**src/rtl/useq_pkg.sv**
```systemverilog
package useq_pkg;

  localparam int STATE_W = 4;
  localparam int OP_W    = 8;
  localparam int FLD_W   = 3;

  typedef logic [FLD_W-1:0] fld_t;

  // register action field
  localparam fld_t RG_NONE  = 3'd0;
  localparam fld_t RG_A_LD  = 3'd1;
  localparam fld_t RG_B_LD  = 3'd2;
  localparam fld_t RG_C_LD  = 3'd3;
  localparam fld_t RG_A_OE  = 3'd4;
  localparam fld_t RG_B_OE  = 3'd5;
  localparam fld_t RG_C_OE  = 3'd6;
  localparam fld_t RG_MD_LD = 3'd7;

  // memory action field
  localparam fld_t MM_NONE  = 3'd0;
  localparam fld_t MM_ROM   = 3'd1;
  localparam fld_t MM_RAMRD = 3'd2;
  localparam fld_t MM_RAMWR = 3'd3;
  localparam fld_t MM_ADLO  = 3'd4;
  localparam fld_t MM_ADALL = 3'd5;
  localparam fld_t MM_ADHI  = 3'd6;

  // program counter action field
  localparam fld_t PC_NONE  = 3'd0;
  localparam fld_t PC_CLR   = 3'd1;
  localparam fld_t PC_SET   = 3'd2;
  localparam fld_t PC_STOP  = 3'd5;
  localparam fld_t PC_INC   = 3'd6;
  localparam fld_t PC_DEC   = 3'd7;

  localparam fld_t ALU_OFF  = 3'd0;

  typedef struct packed {
    logic stop;
    logic src_pc;
    logic olat_rd;
    logic olat_ld;
    fld_t alu;
    fld_t pc;
    fld_t mem;
    fld_t rg;
  } cword_t;

  localparam logic [OP_W-1:0] OPC_LDA_IMM = 8'h11;
  localparam logic [OP_W-1:0] OPC_LDB_IMM = 8'h12;
  localparam logic [OP_W-1:0] OPC_STO_A   = 8'h21;
  localparam logic [OP_W-1:0] OPC_STO_B   = 8'h22;

  function automatic cword_t mk_word(logic sp, fld_t pc, fld_t mem, fld_t rg);
    cword_t w;
    w         = '0;
    w.src_pc  = sp;
    w.alu     = ALU_OFF;
    w.pc      = pc;
    w.mem     = mem;
    w.rg      = rg;
    return w;
  endfunction

endpackage

```
**src/rtl/useq_timer.sv**
```systemverilog
module useq_timer #(
  parameter int STATE_W = 4
) (
  input  logic               clk_i,
  input  logic               rst_n_i,
  input  logic               adv_i,
  output logic [STATE_W-1:0] count_o
);

  logic [STATE_W-1:0] count_q;
  logic [STATE_W-1:0] count_d;

  always_comb begin
    count_d = count_q;
    if (adv_i) begin
      count_d = count_q + STATE_W'(1);
    end
  end

  always_ff @(posedge clk_i or negedge rst_n_i) begin
    if (!rst_n_i) begin
      count_q <= '0;
    end else begin
      count_q <= count_d;
    end
  end

  assign count_o = count_q;

endmodule

```
**src/rtl/useq_tdecode.sv**
```systemverilog
module useq_tdecode #(
  parameter int STATE_W = 4
) (
  input  logic [STATE_W-1:0]      count_i,
  output logic [(1<<STATE_W)-1:0] onehot_o
);

  localparam int NSTATE = 1 << STATE_W;
  localparam int NHALF  = NSTATE / 2;
  localparam int LOW_W  = STATE_W - 1;

  logic [LOW_W-1:0] low_sel;
  assign low_sel = count_i[LOW_W-1:0];

  for (genvar h = 0; h < 2; h++) begin : g_half
    logic half_en;
    assign half_en = (count_i[STATE_W-1] == h[0]);
    for (genvar i = 0; i < NHALF; i++) begin : g_out
      assign onehot_o[h*NHALF+i] = half_en && (low_sel == LOW_W'(i));
    end
  end

endmodule

```
**src/rtl/useq_urom.sv**
```systemverilog
module useq_urom
  import useq_pkg::*;
#(
  parameter int STATE_W = 4,
  parameter int OP_W    = 8
) (
  input  logic [STATE_W-1:0] step_i,
  input  logic [OP_W-1:0]    opc_i,
  output cword_t             word_o
);

  // prologue and execute words
  localparam cword_t W_FETCH = mk_word(1'b1, PC_INC,  MM_ROM,   RG_MD_LD);
  localparam cword_t W_ADDR  = mk_word(1'b0, PC_NONE, MM_ADALL, RG_NONE);
  localparam cword_t W_NOP   = '0;

  cword_t exec_word;

  always_comb begin
    exec_word = W_NOP;
    unique case (opc_i)
      OPC_LDA_IMM, OPC_LDB_IMM: begin
        if (step_i == STATE_W'(3)) begin
          exec_word = mk_word(1'b1, PC_INC, MM_ROM, RG_MD_LD);
        end else if (step_i == STATE_W'(4)) begin
          exec_word = mk_word(1'b0, PC_NONE, MM_NONE,
                              (opc_i == OPC_LDA_IMM) ? RG_A_LD : RG_B_LD);
        end
      end
      OPC_STO_A, OPC_STO_B: begin
        if (step_i == STATE_W'(3)) begin
          exec_word = mk_word(1'b1, PC_INC, MM_ROM,
                              (opc_i == OPC_STO_A) ? RG_B_LD : RG_A_LD);
        end else if (step_i == STATE_W'(4)) begin
          exec_word = mk_word(1'b1, PC_INC, MM_ROM, RG_C_LD);
        end else if (step_i == STATE_W'(5)) begin
          exec_word = mk_word(1'b0, PC_NONE, MM_ADLO,
                              (opc_i == OPC_STO_A) ? RG_B_OE : RG_A_OE);
        end else if (step_i == STATE_W'(6)) begin
          exec_word = mk_word(1'b0, PC_NONE, MM_ADHI, RG_C_OE);
        end else if (step_i == STATE_W'(7)) begin
          exec_word = mk_word(1'b0, PC_NONE, MM_RAMWR,
                              (opc_i == OPC_STO_A) ? RG_A_OE : RG_B_OE);
        end
      end
      default: exec_word = W_NOP;
    endcase
  end

  always_comb begin
    unique case (step_i)
      STATE_W'(0): word_o = W_FETCH;
      STATE_W'(1): word_o = W_ADDR;
      STATE_W'(2): word_o = W_NOP;
      default:     word_o = exec_word;
    endcase
  end

endmodule

```
**src/rtl/useq_ctrl.sv**
```systemverilog
module useq_ctrl
  import useq_pkg::*;
#(
  parameter int SW = useq_pkg::STATE_W,
  parameter int OW = useq_pkg::OP_W
) (
  input  logic                 clk_i,
  input  logic                 rst_n_i,
  input  logic                 halt_i,
  input  logic [OW-1:0]        ir_i,
  output logic [(1<<SW)-1:0]   tstate_o,
  output logic [$bits(cword_t)-1:0] cword_o
);

  logic [SW-1:0] count;
  logic          advance;
  cword_t        rom_word;

  assign advance = ~halt_i;

  useq_timer #(.STATE_W(SW)) u_timer (
    .clk_i   (clk_i),
    .rst_n_i (rst_n_i),
    .adv_i   (advance),
    .count_o (count)
  );

  useq_tdecode #(.STATE_W(SW)) u_dec (
    .count_i  (count),
    .onehot_o (tstate_o)
  );

  useq_urom #(.STATE_W(SW), .OP_W(OW)) u_rom (
    .step_i (count),
    .opc_i  (ir_i),
    .word_o (rom_word)
  );

  assign cword_o = halt_i ? '0 : rom_word;

endmodule

```
**config.mk**
```make
export PLATFORM = sky130hd
export DESIGN_NAME = useq_ctrl
export DESIGN_NICKNAME = d
export VERILOG_FILES = /design/src/rtl/useq_pkg.sv /design/src/rtl/useq_timer.sv /design/src/rtl/useq_tdecode.sv /design/src/rtl/useq_urom.sv /design/src/rtl/useq_ctrl.sv
export SDC_FILE = /design/constraint.sdc
export NUM_CORES = 1
export LEC_CHECK = 0
export BUFFER_PORTS_ARGS = -buffer_cell sky130_fd_sc_hd__buf_2
export CORE_MARGIN = 1.5
export CORE_UTILIZATION = 34
export DETAILED_ROUTE_END_ITERATION = 16
export GPL_TIMING_DRIVEN = 0
export HOLD_SLACK_MARGIN = 0.1
export PLACE_DENSITY_LB_ADDON = 0.25
export SYNTH_ARGS = -nofsm -noshare
export SYNTH_HDL_FRONTEND = slang
export SYNTH_SLANG_ARGS = --single-unit
```
**constraint.sdc**
```tcl
create_clock -name clk_i -period 3.4 [get_ports clk_i]
set_input_delay 0.34 -clock clk_i [delete_from_list [all_inputs] [get_ports clk_i]]
set_output_delay 0.34 -clock clk_i [all_outputs]
set_load 0.03 [all_outputs]
```
==> summary.md <==
| Metric | Value |
|---|---|
| Crit-path cells | inv_1 > ha_1 > clkbuf_1 > o31a_1 > a41oi_1 > a21oi_1 > buf_4 > buf_2 |
| Post_cts resized | 0 |
| Area post-placement | roughly 1000 um^2 |
| Seq cells post-synth | 4 |
| Clk sink count | 4 |
| Pleak | 0.0005481 uW |
| Fin Clk Skew | 0.00004897 ns |
| Pin count of the biggest net entering global routing | 11 |
| WHS | 0.4391 ns |
| Post-synthesis cell count | between 100 and 150 |
| Slowest cell on crit path | dfrtp_1 |
| Port Buf Inserts | 34 |
| Final #Nets | 166 |
| Worst skew pair latency | 0.23 ns |
| Startpoint types | flop |
| Gpl congestion | 0.8350 |
| Dominant register cell in the synthesized netlist | dfrtp_1 |
| Slew Limit Fails | 0 |
| WP data required | 3.06 ns |
| Tcrit/Tclk final | approximately four fifths |
| Top cells by area, synth | dfrtp_1 13%, ha_1 9.6%, buf_4 8.6% |
| Post-Synth XOR/XNOR Area | about 5.4% |
| CTS H-Tree Depth | 1 |
| ANT nets after route | 0 |
| Initial antenna violation count | 0 |
| Die span in x | 51.04 um |
| Vias post-DR | a little under 900 |
| Routed WL | 1991 um |
| Crit-path max FO | 10 |
| TritonCTS clock tree | yes |
| Root Buffer | clkbuf_4 |
| Multiplexer area fraction after synthesis | 1.435% |
| Starting DRT DRC Count | 29 |
| Drc violations | 0 |
| Status | finished, final reports clean |
| Starting Density | 35.81% |
| Top-area cell type share of the netlist area | between 10% and 20% |
| DR vias/cell | just over 5 |
| Total GRT Usage | roughly 15% |
| Syn Area/Cell | 7.617 um^2 |
| Clock Tree Buf Depth | 2 |
| Worst IR Drop VDD | between 400 and 500 uV |
| Final Critical Period | around 2.7 ns |
| Row cnt | 17 |
| Max Freq | 373.8 MHz |
| Final HPWL DP | approximately 1600 um |
| Distinct cells, synth | between 40 and 50 |
| Worst Setup Path Type | flop to output pin |
| Largest register FFs | 4 |
| Compound-Gate Fraction of Synth Area | 19.62% |
| Setup TNS | 0 ns |
| Path category of the worst min-delay check | input port to async pin |
| Vias in the first global route | 754 |
| Num ports | 43 |
| Slowest stage delay, CP | 0.40 ns |
| Post-synth top area cell | dfrtp_1 |
| Cell Area, Synth | 784.5 um^2 |
| Final instance area | 1045 um^2 |
| # diodes | 0 |
| EDFF count, synth | 0 |
| Drt wl/cell | 11.38 um |
| Ys Warns | 0 |
| Die area | ~2600 um^2 |
| Max Cap Viol | 0 |
| GRT Residual Overflow | 0 |
| Clock slew at reported path FFs | 0.04 ns |
| WP data arrival | 2.34 ns |
| Synth Area in Adders | 9.569% |
| Main combinational cell family by area after synthesis | simple AND/OR/NAND/NOR gates |
| Synth-to-Final Area Change | 33.17% |
| TritonCTS Buffers | 3 |
| Seq/Total Area, Yosys | between 10% and 20% |
| Final setup violation count | 0 |
| RSZ-0062 raised after global routing | no |
| TritonRoute pass-1 iters | 4 |
| Die H | slightly above 50 um |
| Layout cell share with drive strength beyond 1 | between 30 and 40% |
| Pwr/cell area | 763.3 nW/um^2 |
| First-pass GRT wire length | 3187 um |
| CP endpoint kind | output pin |
| Final Hold Fails | 0 |
| Post-Synth Simple-Gate Area | 36.68% |
| Core footprint | 2191 um^2 |
| Async set or reset register ratio after synthesis | between 90% and 100% |
-- cell families after synthesis --
logic type / Yosys count
compound gates: 23
xor+xnor: 4
fa+ha+maj: 6
buf+inv: 20
flops: 4
mux: 1
other cells: 1
simple gates: 44
-- final timing paths --
path	from	to	slack (ns)	cells past startpoint
max reg2reg	u_timer.count_o[2]	u_timer.count_o[3]	1.93	4
min	rst_n_i	u_timer.count_o[1]	0.44	2
min in group clk_i	halt_i	u_timer.count_o[0]	0.54	2
max in group asynchronous	rst_n_i	u_timer.count_o[2]	2.84	2
max	u_timer.count_o[0]	cword_o[14]	0.72	8
min reg2reg	u_timer.count_o[0]	u_timer.count_o[0]	0.54	1
-- power by group --
part	switching, uW	leakage, uW	internal [uW]
Sequential	30.8	0.0000474	72.7
Combinational	427	0.000487	211
Clock	16.5	0.0000138	39.3
Total	474	0.000548	323
-- layer usage --
layer	global-route usage, %	vias up	wire (um)
met5	0	-	0
met1	19.68	402	867
li1	-	437	-
met4	4.054	0	0
met3	1.170	0	158
met2	27.71	50	965
-- synth_stat cells, types with 2 or more instances --
cell type	n
nand2_1	3
a21oi_1	5
nand3_1	3
xnor2_1	3
ha_1	6
inv_1	4
dfrtp_1	4
clkbuf_1	5
nand4_1	2
nor2b_1	8
nor2_1	3
nor3_1	2
a31oi_1	3
or3_1	2
buf_4	9
o21ai_0	5
and3_1	3
and2_1	9
-- repair_timing --
| action | in CTS | in global routing |
|---|---|---|
| hold endpoints to repair | 4 | 0 |
| setup buffers | 0 | 0 |
| hold buffers | 1 | 0 |
-- critical path, delay by kind of cell (launching register included) --
family	cells	cell delay [ns]
adders and majority gates	1	0.22
DFF	1	0.40
buffers and inverters	4	0.63
AOI/OAI and AO/OA	3	0.85
-- metrics by stage --
stage          cells  worst slack (ns)  power, uW  util (%)
2_1_floorplan    109            0.8412      579.9         -
3_3_place_gp     171             1.000      730.9     46.20
6_report         175            0.7246      797.4     47.69
5_1_grt          175            0.5431      865.1     47.69
4_1_cts          175            0.7126      802.4     47.69
3_5_place_dp     171            0.9738      740.7     46.20
-- cell usage in the layout (no fill, tap or decap), drive strengths merged --
master and count:
o32a 1, nor3 2, nor2 4, xnor2 3
o21ai 5, nor3b 1, xor2 1, buf 44
a21o 1, o21bai 1, a22o 1, clkbuf 8
nand2b 1, o21a 1, nand2 3, a211o 1
a41oi 1, or3 2, mux2 1, or4 1
and3 3, nor2b 8, ha 6, nand4b 1
dfrtp 4, nand3 3, and2 9, a21oi 6
nor4 1, dlygate4sd3 1, a31oi 3, nor4b 3
o2111ai 1, conb 7, nand4 2, o31a 1
inv 5
-- layout make-up --
class	instances	area, um^2
plain buffers	15	91.34
clock buffers	3	22.52
fillers	221	1146
inverters	5	18.77
multi-input cells	85	596.8
flip-flops and latches	4	100.1
well taps	28	35.03
repair buffers	35	180.2
No activity file was read; power rests on OpenSTA's default activity.
